File: src/rtl/wdt_pkg.sv
package wdt_pkg;

  typedef enum logic {
    ACT_IRQ = 1'b0,
    ACT_RST = 1'b1
  } wdt_act_e;

  typedef struct packed {
    logic     prot;
    wdt_act_e act;
    logic     src;
  } wdt_mode_t;

endpackage

File: src/rtl/wdt_mode_regs.sv
module wdt_mode_regs
  import wdt_pkg::*;
(
  input  logic      clk,
  input  logic      rst,
  input  logic      div_we,
  input  logic      div_sel_d,
  input  logic      mode_we,
  input  logic      mode_act_d,
  input  logic      mode_src_d,
  input  logic      prot_we,
  input  logic      prot_d,
  output wdt_mode_t mode_o,
  output logic      div_sel_o
);

  wdt_mode_t mode_q;
  logic      div_q;

  always_ff @(posedge clk) begin
    if (rst) begin
      mode_q <= '{prot: 1'b0, act: ACT_IRQ, src: 1'b0};
      div_q  <= 1'b0;
    end else begin
      if (prot_we) mode_q.prot <= prot_d;
      if (mode_we && mode_q.prot) begin
        if (mode_act_d) mode_q.act <= ACT_RST;
        mode_q.src <= mode_src_d;
      end
      if (div_we) div_q <= div_sel_d;
    end
  end

  assign mode_o    = mode_q;
  assign div_sel_o = div_q;

  // once reset-on-underflow is chosen it stays chosen
  p_act_sticky_r5: assert property (@(posedge clk) disable iff (rst)
    (mode_q.act == ACT_RST) |=> (mode_q.act == ACT_RST));

  // guarded bits ignore writes while the enable is low
  p_prot_gate_r6: assert property (@(posedge clk) disable iff (rst)
    (mode_we && !mode_q.prot) |=> ($stable(mode_q.act) && $stable(mode_q.src)));

endmodule

File: src/rtl/wdt_prescaler.sv
module wdt_prescaler #(
  parameter int DIV_LO  = 16,
  parameter int DIV_HI  = 128,
  parameter int DIV_SUB = 2,
  parameter int PW      = 8
) (
  input  logic clk,
  input  logic rst,
  input  logic clr_i,
  input  logic run_i,
  input  logic freeze_i,
  input  logic src_i,
  input  logic ring_tick_i,
  input  logic sub_i,
  input  logic div_sel_i,
  output logic tick_o
);

  localparam logic [PW-1:0] R_LO  = PW'(DIV_LO);
  localparam logic [PW-1:0] R_HI  = PW'(DIV_HI);
  localparam logic [PW-1:0] R_SUB = PW'(DIV_SUB);

  logic [PW-1:0] pre_q;
  logic [PW-1:0] ratio_w;
  logic          adv_w;
  logic          wrap_w;
  logic          tick_q;

  always_comb begin
    if (sub_i)          ratio_w = R_SUB;
    else if (div_sel_i) ratio_w = R_HI;
    else                ratio_w = R_LO;
  end

  assign adv_w  = run_i && (src_i ? ring_tick_i : !freeze_i);
  assign wrap_w = (pre_q >= ratio_w - 1'b1);

  always_ff @(posedge clk) begin
    if (rst) begin
      pre_q  <= '0;
      tick_q <= 1'b0;
    end else if (clr_i) begin
      pre_q  <= '0;
      tick_q <= 1'b0;
    end else begin
      tick_q <= adv_w && wrap_w;
      if (adv_w) pre_q <= wrap_w ? '0 : pre_q + 1'b1;
    end
  end

  assign tick_o = tick_q;

  // a hold on the normal source freezes the divider
  p_freeze_r8: assert property (@(posedge clk) disable iff (rst)
    (!src_i && freeze_i && !clr_i) |=> $stable(pre_q));

  // protected source advances only on oscillator pulses
  p_ring_gate_r9: assert property (@(posedge clk) disable iff (rst)
    (src_i && !ring_tick_i && !clr_i) |=> $stable(pre_q));

  // a refresh empties the divider
  p_clear_r2: assert property (@(posedge clk) disable iff (rst)
    clr_i |=> (pre_q == '0 && !tick_q));

endmodule

File: src/rtl/wdt_counter.sv
module wdt_counter
  import wdt_pkg::*;
#(
  parameter int CNT_W = 15
) (
  input  logic             clk,
  input  logic             rst,
  input  logic             kick_i,
  input  logic             tick_i,
  input  wdt_act_e         act_i,
  output logic [CNT_W-1:0] cnt_o,
  output logic             run_o,
  output logic             irq_o,
  output logic             wrst_o
);

  localparam logic [CNT_W-1:0] FULL = {CNT_W{1'b1}};

  logic [CNT_W-1:0] cnt_q;
  logic             run_q;
  logic             irq_q;
  logic             wrst_q;

  always_ff @(posedge clk) begin
    if (rst) begin
      cnt_q  <= FULL;
      run_q  <= 1'b0;
      irq_q  <= 1'b0;
      wrst_q <= 1'b0;
    end else begin
      irq_q  <= 1'b0;
      wrst_q <= 1'b0;
      if (kick_i) begin
        cnt_q <= FULL;
        run_q <= 1'b1;
      end else if (tick_i) begin
        if (cnt_q == '0) begin
          cnt_q <= FULL;
          if (act_i == ACT_RST) wrst_q <= 1'b1;
          else                  irq_q  <= 1'b1;
        end else begin
          cnt_q <= cnt_q - 1'b1;
        end
      end
    end
  end

  assign cnt_o  = cnt_q;
  assign run_o  = run_q;
  assign irq_o  = irq_q;
  assign wrst_o = wrst_q;

  // idle timer sits at full and stays quiet
  p_idle_r1: assert property (@(posedge clk) disable iff (rst)
    !run_q |-> (cnt_q == FULL && !irq_q && !wrst_q));

  // refresh reloads the full value
  p_reload_r2: assert property (@(posedge clk) disable iff (rst)
    kick_i |=> (cnt_q == FULL));

  // without a tick or refresh the count holds
  p_hold_r8: assert property (@(posedge clk) disable iff (rst)
    (!kick_i && !tick_i) |=> $stable(cnt_q));

  // pulses are single-cycle and never both at once
  p_one_cycle_r7: assert property (@(posedge clk) disable iff (rst)
    (irq_q || wrst_q) |=> !(irq_q || wrst_q));

  p_exclusive_r7: assert property (@(posedge clk) disable iff (rst)
    !(irq_q && wrst_q));

endmodule

File: src/rtl/wdt_guard.sv
module wdt_guard
  import wdt_pkg::*;
#(
  parameter int CNT_W   = 15,
  parameter int DIV_LO  = 16,
  parameter int DIV_HI  = 128,
  parameter int DIV_SUB = 2
) (
  input  logic             clk,
  input  logic             rst,
  input  logic             kick_we,
  input  logic             div_we,
  input  logic             div_sel_d,
  input  logic             mode_we,
  input  logic             mode_act_d,
  input  logic             mode_src_d,
  input  logic             prot_we,
  input  logic             prot_d,
  input  logic             sub_clk_sel,
  input  logic             lp_hold,
  input  logic             ring_tick,
  output logic             irq_o,
  output logic             wdt_rst_o,
  output logic [CNT_W-1:0] cnt_o,
  output logic             running_o,
  output logic             act_o,
  output logic             src_o,
  output logic             prot_o
);

  localparam int DIV_A   = (DIV_LO > DIV_HI) ? DIV_LO : DIV_HI;
  localparam int DIV_TOP = (DIV_A > DIV_SUB) ? DIV_A : DIV_SUB;
  localparam int PW      = $clog2(DIV_TOP + 1);

  wdt_mode_t mode_w;
  logic      div_sel_w;
  logic      tick_w;
  logic      run_w;

  wdt_mode_regs u_regs (
    .clk        (clk),
    .rst        (rst),
    .div_we     (div_we),
    .div_sel_d  (div_sel_d),
    .mode_we    (mode_we),
    .mode_act_d (mode_act_d),
    .mode_src_d (mode_src_d),
    .prot_we    (prot_we),
    .prot_d     (prot_d),
    .mode_o     (mode_w),
    .div_sel_o  (div_sel_w)
  );

  wdt_prescaler #(
    .DIV_LO  (DIV_LO),
    .DIV_HI  (DIV_HI),
    .DIV_SUB (DIV_SUB),
    .PW      (PW)
  ) u_pre (
    .clk         (clk),
    .rst         (rst),
    .clr_i       (kick_we),
    .run_i       (run_w),
    .freeze_i    (lp_hold),
    .src_i       (mode_w.src),
    .ring_tick_i (ring_tick),
    .sub_i       (sub_clk_sel),
    .div_sel_i   (div_sel_w),
    .tick_o      (tick_w)
  );

  wdt_counter #(
    .CNT_W (CNT_W)
  ) u_cnt (
    .clk    (clk),
    .rst    (rst),
    .kick_i (kick_we),
    .tick_i (tick_w),
    .act_i  (mode_w.act),
    .cnt_o  (cnt_o),
    .run_o  (run_w),
    .irq_o  (irq_o),
    .wrst_o (wdt_rst_o)
  );

  assign running_o = run_w;
  assign act_o     = (mode_w.act == ACT_RST);
  assign src_o     = mode_w.src;
  assign prot_o    = mode_w.prot;

  // the divider produces no tick before the first refresh
  p_no_tick_idle_r1: assert property (@(posedge clk) disable iff (rst)
    !run_w |-> !tick_w);

endmodule

File: config.mk
export PLATFORM = sky130hd
export DESIGN_NAME = wdt_guard
export DESIGN_NICKNAME = d
export VERILOG_FILES = /design/src/rtl/wdt_pkg.sv /design/src/rtl/wdt_mode_regs.sv /design/src/rtl/wdt_prescaler.sv /design/src/rtl/wdt_counter.sv /design/src/rtl/wdt_guard.sv
export SDC_FILE = /design/constraint.sdc
export NUM_CORES = 1
export LEC_CHECK = 0
export CORE_ASPECT_RATIO = 1.75
export CORE_MARGIN = 5
export CORE_UTILIZATION = 40
export DETAILED_ROUTE_END_ITERATION = 16
export PLACE_DENSITY = 0.76
export RECOVER_POWER = 50
export SETUP_SLACK_MARGIN = 0.15
export SLEW_MARGIN = 40
export SYNTH_ARGS = -nofsm -noshare
export SYNTH_HDL_FRONTEND = slang
export SYNTH_HIERARCHICAL = 1
export SYNTH_SLANG_ARGS = --single-unit
File: constraint.sdc
create_clock -name clk -period 2.1 [get_ports clk]
set_input_delay 0.21 -clock clk [delete_from_list [all_inputs] [get_ports clk]]
set_output_delay 0.21 -clock clk [all_outputs]
set_load 0.01 [all_outputs]
# Word level (Yosys, flattened, before mapping)
# Cells that the tools add are included.
# op_classes
addsub	3
n_lt_le_gt_ge	1
muxes	7
bitwise_logic	2
reduce_logical	8
# op_table
operator	count
two-way mux 8 bit	3
zero test 15 bit	1
two-way mux 15 bit	1
subtractor 15 x 1 -> 15 bit (second input constant)	1
adder 8 x 1 -> 8 bit (second input constant)	1
greater-or-equal comparator 8 bit	1
subtractor 8 x 1 -> 8 bit (second input constant)	1
OR reduction 4 bit	1
logical AND 1 bit	3
two-way mux 1 bit	3
inverter 1 bit	2
AND reduction 2 bit	1
OR reduction 2 bit	1
zero test 1 bit	1
# word_totals
reg_bits	31
output_inout_bits	21

# Longest topological paths before layout
# Gate-level depths: netlist of run 1.
# depth
depth_word	5
mapped_depth	7

# By module
# The synthesis of run 1 kept the hierarchy.
# by_module_without_submodules
module	n_inst	cells_per_inst	area_per_inst_um2	seq_area_each_um2
wdt_counter	1	85	814.5	360.3
wdt_prescaler	1	77	680.7	180.2
wdt_mode_regs	1	13	141.4	80.1

# Worst setup path after synthesis of run 1
# No wires, ideal clock.
# synth_timing
kind	reg2reg
start	register u_regs.div_q, in the netlist u_regs/div_sel_o
end	register u_pre.pre_q[5]
setup_ns	0.086
t_arrival_ns	1.560
required_ns	2.014
path_slack_ns	0.454
path_stages_with_launch	8
path_buffers	1
synth_period_minus_slack_ns	1.646
path_cell_list	dfxtp_1 -> nand2b_1 -> ha_1 -> a21oi_1 -> o21a_1 -> clkbuf_1 -> o21ai_2 -> a221oi_2
# synth_via
elab_chain_cells	5
# synth_rtl
item	line	text
start: declaration	wdt_mode_regs.sv:18	logic div_q;
start signal: assignment	wdt_mode_regs.sv:30	if (div_we) div_q <= div_sel_d;
two-way mux 8 bit	wdt_prescaler.sv:31	else if (div_sel_i) ratio_w = R_HI;
two-way mux 8 bit	wdt_prescaler.sv:30	if (sub_i) ratio_w = R_SUB;
subtractor 8 x 1 -> 8 bit	wdt_prescaler.sv:36	assign wrap_w = (pre_q >= ratio_w - 1'b1);
greater-or-equal comparator 8 bit	wdt_prescaler.sv:36	
two-way mux 8 bit	wdt_prescaler.sv:47	if (adv_w) pre_q <= wrap_w ? '0 : pre_q + 1'b1;
end signal: assignment	wdt_prescaler.sv:47	
end: declaration	wdt_prescaler.sv:23	logic [PW-1:0] pre_q;
# No other way between the ends.
# A chain may end at the register's enable or synchronous reset.

# Final worst setup path of run 1
# layout_timing
start	register u_cnt.cnt_q[0], in the netlist u_cnt/cnt_o[0]
end	register u_cnt.cnt_q[2], in the netlist u_cnt/cnt_o[2]
# layout_via
elab_chain_cells	2
# layout_rtl
item	line	text
start: declaration	wdt_counter.sv:19	logic [CNT_W-1:0] cnt_q;
start signal: assignment	wdt_counter.sv:42	cnt_q <= cnt_q - 1'b1;
subtractor 15 x 1 -> 15 bit / zero test 15 bit (equally long branches)	wdt_counter.sv:42, wdt_counter.sv:37	
two-way mux 15 bit (*)	wdt_counter.sv:37	if (cnt_q == '0) begin
# Mark *: on every way between the ends. The rest lies on a longest branch, timed or not.

==> results of run 1 <==
==> per-layer routing <==
metal	routed length, µm	part of all wire
met2	2090	0.56
met4	65	0.017
met5	0	0
met3	136	0.036
met1	1430	0.38
==> per-stage QoR <==
stage	util	setup WS (ns)	power, µW	cells
final	0.554	0.411	1290	265
after global routing	0.554	0.279	1340	265
after CTS	0.555	0.402	1310	265
after detailed placement	0.525	0.127	701	257
after global placement	0.525	0.188	700	257
after floorplan	-	0.454	651	175
==> worst min path at each step <==
stage | from | endpoint | slack [ns]
after floorplan | rst | u_regs/mode_o[0] | 0.27
after global placement | u_regs/mode_o[1] | u_cnt/irq_o | 0.47
after detailed placement | u_regs/mode_o[1] | u_cnt/irq_o | 0.47
after CTS | u_regs/mode_o[1] | u_cnt/irq_o | 0.48
after global routing | u_regs/mode_o[1] | u_cnt/irq_o | 0.51
final | u_regs/mode_o[1] | u_cnt/irq_o | 0.47
==> power by group <==
part | total (µW) | switching [µW] | internal, µW
Clock | 606 | 222 | 384
Sequential | 600 | 6.34 | 593
Combinational | 85.0 | 41.9 | 43.1
Total | 1290 | 271 | 1020
==> sequential cells by signal, summed over array words and instances, names as in the netlist <==
name,count
u_cnt/cnt_o,15
u_cnt/irq_o,1
u_cnt/run_o,1
u_cnt/wrst_o,1
u_pre/pre_q,8
u_pre/tick_o,1
u_regs/div_sel_o,1
u_regs/mode_o,3
==> synthesized netlist by cell type (3+ instances only) <==
master	instances	area, µm²
nand3_1	6	30.0
ha_1	10	125
o21a_1	3	22.5
clkbuf_1	3	11.3
nor2_1	10	37.5
dfxtp_1	31	621
xor2_1	10	87.6
a31oi_1	4	25.0
xnor2_1	3	26.3
nand2_1	29	109
o2111ai_1	8	70.1
a21oi_1	6	30.0
nor3_1	3	15.0
inv_1	4	15.0
nand4_1	4	25.0
==> cell type report <==
class	instances	area, µm²
clock buffers	6	82.6
clock inverters	2	35.0
fillers	364	1740
inverters	4	15.0
multi-input cells	134	970
flip-flops and latches	31	621
well taps	48	60.1
repair buffers	40	379
==> kinds of logic after synthesis <==
| family | after synthesis | synth area share |
|---|---|---|
| mux | 2 | 0.0122 |
| other cells | 1 | 0.00229 |
| buf+inv | 10 | 0.0283 |
| simple gates | 75 | 0.271 |
| compound gates | 33 | 0.161 |
| flops | 31 | 0.379 |
| xor+xnor | 13 | 0.0696 |
| fa+ha+maj | 10 | 0.0765 |
==> results.md, run 1 <==
- Floorplan die area: 5520 µm²
- Post-cts repair resize count: 0
- CTS tree: done
- Average wire per cell in the routed design: 14.1 µm
- Slack of the worst reg-to-reg path: 0.41 ns
- Maximum number of pins on one net before global-route repair: 16
- WS Path Type: reg2reg
- Count of antenna-violating nets left after detailed routing: 0
- Detailed-router iteration count before antenna repair: 4
- Stages on worst setup path: 7
- Clock-pin slew of the registers on the worst-case setup and hold paths: 0.07 ns
- Worst path arrival time: 1.91 ns
- Number of placement rows: 30
- Number of library cell types mapped by synthesis: 49
- Fraction of registers with async set/reset: 0
- First DRT Iteration DRCs: 44
- Number of buffers and inverters on the critical path: 2
- Number of buffers inserted by port buffering: 33
- Effective utilization at floorplan: 0.419
- Setup repair after global routing missed its margin: false
- Met3 track demand over resource in global routing: 0.0315
- I/O Pins: 34
- Placer congestion estimate: 0.803
- Most common library cell in the layout ignoring fill and taps: dfxtp_1
- Final setup violation count: 0
- Classification of the worst-slack hold path: reg2reg
- Width of the die: 58.4 µm
- R2r endpoint: u_cnt/cnt_o[2]
- Warnings from Yosys: 6
- Detailed placement HPWL: 2880 µm
- Hold Buf Count CTS: 0
- Outcome: finished, final reports clean
- Hold Worst Slack: 0.473 ns
- Share of synthesized area occupied by flip-flops and latches: 0.379
- Final Max Tran Viols: 0
- CP Capture Point: u_cnt/cnt_o[2]
- CTS Sinks: 31
- Instance area after placement: 2050 µm²
- Die extent in y: 94.6 µm
- Ant diodes: 0
- Min cycle time layout: 1.69 ns
- Post-Synthesis Mean Instance Area: 9.35 µm²
- Max-capacitance violation count: 0
- Number of cells on the worst reg-to-reg path: 7
- Depth of the worst hold-timing path: 1
- Max Clock Skew: 0.00839 ns
- CTS Buffer Depth: 2
- First-pass GRT wire length: 6110 µm
- Setup fix buffers added after clock tree synthesis: 0
- Startpoint types: register
- Layout cells sized above 1: 0.124
- Maximum resistive drop on vdd: 0.000441 V
- Total Routing Usage GR: 0.142
- Most Crowded Layer GR: met2
- Top fanout value on the critical path: 15
- Number of antenna violations at the first check in global routing: 0
- Clock latency of the later-clocked register in the worst-skew pair: 0.28 ns
- Critical-path cell with the highest stage delay: dfxtp_1
- Top cell family by delay on the critical path: simple AND/OR/NAND/NOR gates
- Cell area after technology mapping: 1640 µm²
- Type of destination of the critical path: register
- Static leakage: 0.000779 µW
- Power per cell area: 597 nW/µm²
- Relative area change from synthesis to final layout: 32.1%
- FF-to-FF Start: u_cnt/cnt_o[0]
- Via count of the first global-routing pass: 1366
- Ratio of routed vias to standard cells: 5.45
- Hold violation total from the final report: 0
- Placeable Area: 3900 µm²
- Number of synthesized flops with an enable pin: 0
- Highest clock rate: 592 MHz
- Sum of negative setup slack: 0 ns
- Total CTS buffers: 5
- Global-route met1 utilization: 0.139
- Final net count: 239
- Dominant synthesized flop cell: dfxtp_1
- Aggregate global routing overflow: 0
- Ratio of final minimum period to clock period: 0.804
- DRC: 0
- Syn nets: 198
- Post-synthesis instance total: 175
- Synthesized flop and latch total: 31
- Final WL: 3730 µm
- Count of H-tree levels built during CTS: 2
- Cell Chain, Critical Path: inv_1 > ha_1 > nor4bb_1 > nand4_2 > nor3b_4 > buf_4 > nand3b_1
- Final instance area: 2160 µm²
- Critical path data required time: 2.32 ns
- Most frequent cells in the layout: dfxtp_1 (31), nand2_1 (29), dlygate4sd3_1 (21)
- Met2 Resource Use GR: 0.268
- Cell chosen for the clock root: clkbuf_8
- Number of vias in the routed layout: 1445
- Critical Path Start: u_cnt/cnt_o[0]
- CP max stage delay: 0.37 ns
Power figures use the tool's default switching activity.
==> run 2: changes to the inputs <==
- clock period: 2.1 -> 1.63 ns (I/O delays scaled with it)
==> run 2 against run 1 <==
Effect of this change:
- cell count grew 6.8%
- largest cell class unchanged
- first-iteration DRC count grew 11%
- count of clock-buffer cells in the layout is the same
- critical path type unchanged
- worst setup slack lost 0.30 ns
- die area is the same
- maximum frequency grew 11%
- highest routed layer unchanged
==> results.md, run 2 (synthesis gave the netlist of run 1 again) <==
- Cell chosen for the clock root: clkbuf_8
- Most frequent cells in the layout: nand2_1 (29), buf_4 (20), dlygate4sd3_1 (16), dfxtp_1 (16), clkdlybuf4s50_1 (13)
- Startpoint types: register
- Footprint of the multi-input gates: 1120 µm²
- Highest clock rate: 658 MHz
- Final Worst Setup Slack: 0.111 ns
- Hold violation total from the final report: 0
- Maximum resistive drop on vdd: 0.000503 V
- Classification of the worst-slack hold path: reg2reg
- Inst Count DP: 273
- Non-filler cells in the finished layout: 283
- Placer congestion estimate: 0.829
- Detailed placement HPWL: 3140 µm
- Final Max Tran Viols: 0
- CP Capture Point: u_pre/pre_q[2]
- Final WL: 4470 µm
- FF-to-FF Start: u_pre/pre_q[6]
- Relative area change from synthesis to final layout: 51.1%
- Number of cells on the worst reg-to-reg path: 6
- Worst path arrival time: 1.72 ns
- Number of buffers inserted by port buffering: 33
- Total CTS buffers: 5
- Effective utilization at floorplan: 0.419
- Total Routing Usage GR: 0.163
- Type of destination of the critical path: register
- Static leakage: 0.000912 µW
- Maximum number of pins on one net before global-route repair: 11
- Final setup violation count: 0
- I/O Pins: 34
- Slack of the worst reg-to-reg path: 0.11 ns
- Placeable Area: 3900 µm²
- Max-capacitance violation count: 0
- Number of placement rows: 30
- Filler Cell Count: 327
- Via count of the first global-routing pass: 1517
- Max FFs per register: 15
- Ant diodes: 0
- Clock-pin slew of the registers on the worst-case setup and hold paths: 0.07 ns
- Critical Path Start: u_pre/pre_q[6]
- Number of antenna violations at the first check in global routing: 0
- Critical path data required time: 1.83 ns
- Min cycle time layout: 1.52 ns
- Width of the die: 58.4 µm
- Top fanout value on the critical path: 8
- First DRT Iteration DRCs: 49
- Sequential cell area: 649 µm²
- Count of H-tree levels built during CTS: 2
- Count of antenna-violating nets left after detailed routing: 0
- Power per cell area: 614 nW/µm²
- Clock latency of the later-clocked register in the worst-skew pair: 0.28 ns
- CTS Sinks: 31
- Layout cells sized above 1: 0.336
- CTS tree: done
- Floorplan die area: 5520 µm²
- WS Path Type: reg2reg
- Aggregate global routing overflow: 0
- Hold Worst Slack: 0.462 ns
- DRC: 0
- Final instance area: 2470 µm²
- Ratio of final minimum period to clock period: 0.932
- Number of vias in the routed layout: 1586
- Most common library cell in the layout ignoring fill and taps: nand2_1
- Final net count: 258
- CTS Buffer Depth: 2
- Ratio of routed vias to standard cells: 5.60
- Detailed-router iteration count before antenna repair: 5
- Setup repair after global routing missed its margin: true
- Die extent in y: 94.6 µm
- Instance area after placement: 2180 µm²
- Outcome: finished, final reports clean
- First-pass GRT wire length: 6840 µm
- Pre-CTS setup slack: -0.293 ns
- Average wire per cell in the routed design: 15.8 µm
- Max Clock Skew: 0.00518 ns
- R2r endpoint: u_pre/pre_q[2]
[run 2: area by class of cell]
type                            count  area share
Timing Repair Buffer               59       0.220
Multi-Input combinational cell    134       0.452
Clock inverter                      1     0.00202
Sequential cell                    31       0.263
Tap cell                           48      0.0243
Inverter                            4     0.00607
Clock buffer                        6      0.0334
[run 2: worst min-delay path by stage]
stage / start / to / cells past startpoint / slack (ns)
floorplan: rst / u_regs/mode_o[0] / 1 / 0.22
global placement: u_regs/mode_o[1] / u_cnt/irq_o / 1 / 0.47
detailed placement: u_regs/mode_o[1] / u_cnt/irq_o / 1 / 0.47
CTS: mode_src_d / u_regs/mode_o[0] / 3 / 0.47
global route: mode_src_d / u_regs/mode_o[0] / 3 / 0.48
finish: u_regs/mode_o[1] / u_cnt/irq_o / 1 / 0.46
[run 2: report_power, final]
group | internal (µW) | leakage, µW | switching (µW)
Sequential | 759 | 0.000253 | 10.3
Combinational | 72.9 | 0.000612 | 66.3
Clock | 331 | 0.0000470 | 279
Total | 1160 | 0.000912 | 356
[run 2: through the flow]
step | utilization | TNS (ns) | total power, µW
finish | 0.633 | 0 | 1520
global route | 0.633 | 0 | 1590
CTS | 0.603 | 0 | 1540
detailed placement | 0.560 | -2.15 | 917
global placement | 0.560 | -1.80 | 915
floorplan | - | 0 | 839
[run 2: repair_timing]
item,in CTS,in global routing
endpoints found under the setup margin,28,32
buffers inserted,1,2
pin swaps,7,12
gates resized for setup,19,30
hold buffers,0,0
[run 2: metal layers]
layer	track usage	vias to the layer above	wire, µm
met2	0.286	64	2480
met5	0	-	0
met3	0.0383	20	216
met1	0.159	744	1560
li1	-	758	-
met4	0.120	0	217
[run 2: worst max-delay path, cell delays in order (launching register included)]
cell,delay [ns]
dfxtp_1,0.48
ha_4,0.25
nand2_1,0.06
o21a_1,0.21
buf_6,0.16
o2111ai_1,0.10
a31oi_1,0.17
==> run 3: changes to the inputs <==
- ABC_AREA: default -> 1
- PLACE_DENSITY: 0.76 -> 0.75
==> run 3 against run 2 <==
Effect of this change:
- non-clock buffer count shrank 21
- register-to-register slack better by 0.12 ns
- via count increased by 3.5%
- synthesized area up 9.1%
- combinational power shrank 17%
- total power grew 1.8%
- count of clock-buffer cells in the layout increased by 2
- critical endpoint is now cnt_o[5]
==> results.md, run 3 <==
- Outcome: finished, final reports clean
- Number of placement rows: 32
- CTS Buffer Depth: 2
- Most frequent cells after synthesis: nand2_1 (59), inv_1 (42), nor2_1 (37), dfxtp_1 (31), nand3_1 (18)
- Dominant synthesized flop cell: dfxtp_1
- Final instance area: 2330 µm²
- Post-synthesis instance total: 253
- Combinational share of power: 0.075
- Total Routing Usage GR: 0.146
- Most common library cell in the layout ignoring fill and taps: nand2_1
- Power per cell area: 664 nW/µm²
- Effective utilization at floorplan: 0.409
- Slack of the worst reg-to-reg path: 0.23 ns
- Setup repair after global routing missed its margin: true
- Top fanout value on the critical path: 6
- Critical path data required time: 1.47 ns
- Post-Synthesis Mean Instance Area: 7.06 µm²
- Number of buffers and inverters on the critical path: 1
- Number of cells on the worst reg-to-reg path: 7
- Placer congestion estimate: 0.914
- Classification of the worst-slack hold path: in2reg
- Highest clock rate: 694 MHz
- Int Pwr: 1210 µW
- Cell Chain, Critical Path: dlygate4sd3_1
- Aggregate global routing overflow: 0
- Clock Power Share: 0.424
- Width of the die: 60.5 µm
- Worst path arrival time: 1.28 ns
- Floorplan die area: 5950 µm²
- Syn nets: 276
- Max-capacitance violation count: 0
- Synthesized flop and latch total: 31
- Max Clock Skew: 0.00387 ns
- I/O Pins: 34
- Cell area after technology mapping: 1790 µm²
- DRC: 0
- Type of destination of the critical path: output pin
- Total CTS buffers: 5
- Detailed-router iteration count before antenna repair: 4
- Biggest area consumer among synthesized cells: dfxtp_1
- Ratio of final minimum period to clock period: 0.884
- Warnings from Yosys: 6
- Detailed placement HPWL: 3110 µm
- First DRT Iteration DRCs: 66
- CTS tree: done
- Most frequent cells in the layout: nand2_1 (57), inv_1 (42), nor2_1 (35)
- Min cycle time layout: 1.44 ns
- CP max stage delay: 0.62 ns
- Top-count cell post-synth: nand2_1
- Final Max Tran Viols: 0
- Count of H-tree levels built during CTS: 2
- Number of antenna violations at the first check in global routing: 0
- WS Path Type: reg2out
- Share of the synthesized area in the top cell type: 0.348
- Ratio of routed vias to standard cells: 4.70
- Layout cells sized above 1: 0.154
- Worst hold path endpoint: u_regs/div_sel_o
- Final setup violation count: 0
- R2r endpoint: u_cnt/cnt_o[2]
- Hold Buf Count CTS: 0
- Fraction of registers with async set/reset: 0
- Maximum resistive drop on vdd: 0.000646 V
- First-pass GRT wire length: 6690 µm
- Share of synthesized area occupied by flip-flops and latches: 0.348
- Relative area change from synthesis to final layout: 30.3%
- Power Total: 1550 µW
- Number of synthesized flops with an enable pin: 0
- Hold violation total from the final report: 0
- Instance area after placement: 2200 µm²
- Depth of the worst hold-timing path: 3
- Power dissipated by switching net loads: 335 µW
- Count of antenna-violating nets left after detailed routing: 0
- Ant diodes: 0
- Hold Worst Slack: 0.471 ns
- Clock-pin slew of the registers on the worst-case setup and hold paths: 0.06 ns
- Cell types occupying the most area after synthesis: dfxtp_1 (35%), nand2_1 (12%), inv_1 (8.8%), nor2_1 (7.8%), ha_1 (7.0%)
- Via count of the first global-routing pass: 1632
- Number of library cell types mapped by synthesis: 29
- Placeable Area: 4360 µm²
- Number of vias in the routed layout: 1641
- Average wire per cell in the routed design: 11.0 µm
- Critical-path cell with the highest stage delay: dlygate4sd3_1
- Maximum number of pins on one net before global-route repair: 13
- Max FFs per register: 15
- FF-to-FF Start: u_cnt/cnt_o[0]
- Switching share of power: 0.217
- Final core utilization: 0.533
- Clock latency of the later-clocked register in the worst-skew pair: 0.27 ns
- Non-filler cells in the finished layout: 349
- Power share of the sequential group: 0.501
- Number of buffers inserted by port buffering: 33
- Top cell family by delay on the critical path: buffers and inverters
- Inst Count DP: 340
- Final WL: 3850 µm
- Cell chosen for the clock root: clkbuf_8
- Hold Path Origin: div_sel_d
- Static leakage: 0.00107 µW
- Final net count: 320
- Startpoint types: register
- Die extent in y: 98.4 µm
- CTS Sinks: 31
==> run 3: stage by stage <==
step	TNS, ns	worst slack, ns
global route	0	0.113
global placement	-0.980	-0.119
detailed placement	-1.31	-0.163
floorplan	0	0.238
finish	0	0.190
CTS	0	0.153
==> run 3: area by class of cell <==
type,count,area [µm²]
Clock buffer,8,100
Tap cell,51,63.8
Timing Repair Buffer,38,375
Multi-Input combinational cell,178,1000
Sequential cell,31,624
Fill cell,450,2040
Inverter,43,161
==> run 3: cells by family after synthesis <==
logic type | share of synthesized area
AOI/OAI and AO/OA | 0.0456
xor gates and xnor gates | 0.0196
adders and majority gates | 0.0701
buffers and inverters | 0.102
DFF | 0.348
other | 0.00210
and+or+nand+nor | 0.413
==> run 3: what timing repair did <==
item                       4_1_cts  5_1_grt
pin swaps                        0        1
buffers inserted                 0        1
resized for setup                1       10
setup endpoints to repair        7       23
==> run 3: routing by layer <==
metal  global-route usage  up-vias  wire length [µm]
li1                     -      865                 -
met4               0.0668        0                97
met5                    0        -                 0
met2                0.290       34              2230
met1                0.129      733              1360
met3               0.0291        9               158
==> run 3: power groups by stage <==
| stage | Clock [µW] | Combinational, µW | Sequential, µW |
|---|---|---|---|
| floorplan | 0 | 56.2 | 792 |
| global placement | 0 | 114 | 791 |
| detailed placement | 0 | 116 | 791 |
| CTS | 677 | 117 | 774 |
| global route | 705 | 130 | 775 |
| finish | 655 | 116 | 775 |
==> run 3: worst max path at each step <==
stage / startpoint / endpoint / slack, ns / cells after the start
3_5_place_dp: sub_clk_sel / u_pre/pre_q[2] / -0.16 / 11
4_1_cts: u_cnt/cnt_o[5] / cnt_o[5] / 0.15 / 1
2_1_floorplan: u_cnt/cnt_o[0] / u_cnt/cnt_o[9] / 0.24 / 7
5_1_grt: u_cnt/cnt_o[0] / u_cnt/cnt_o[12] / 0.11 / 9
3_3_place_gp: sub_clk_sel / u_pre/pre_q[5] / -0.12 / 11
6_report: u_cnt/cnt_o[5] / cnt_o[5] / 0.19 / 1
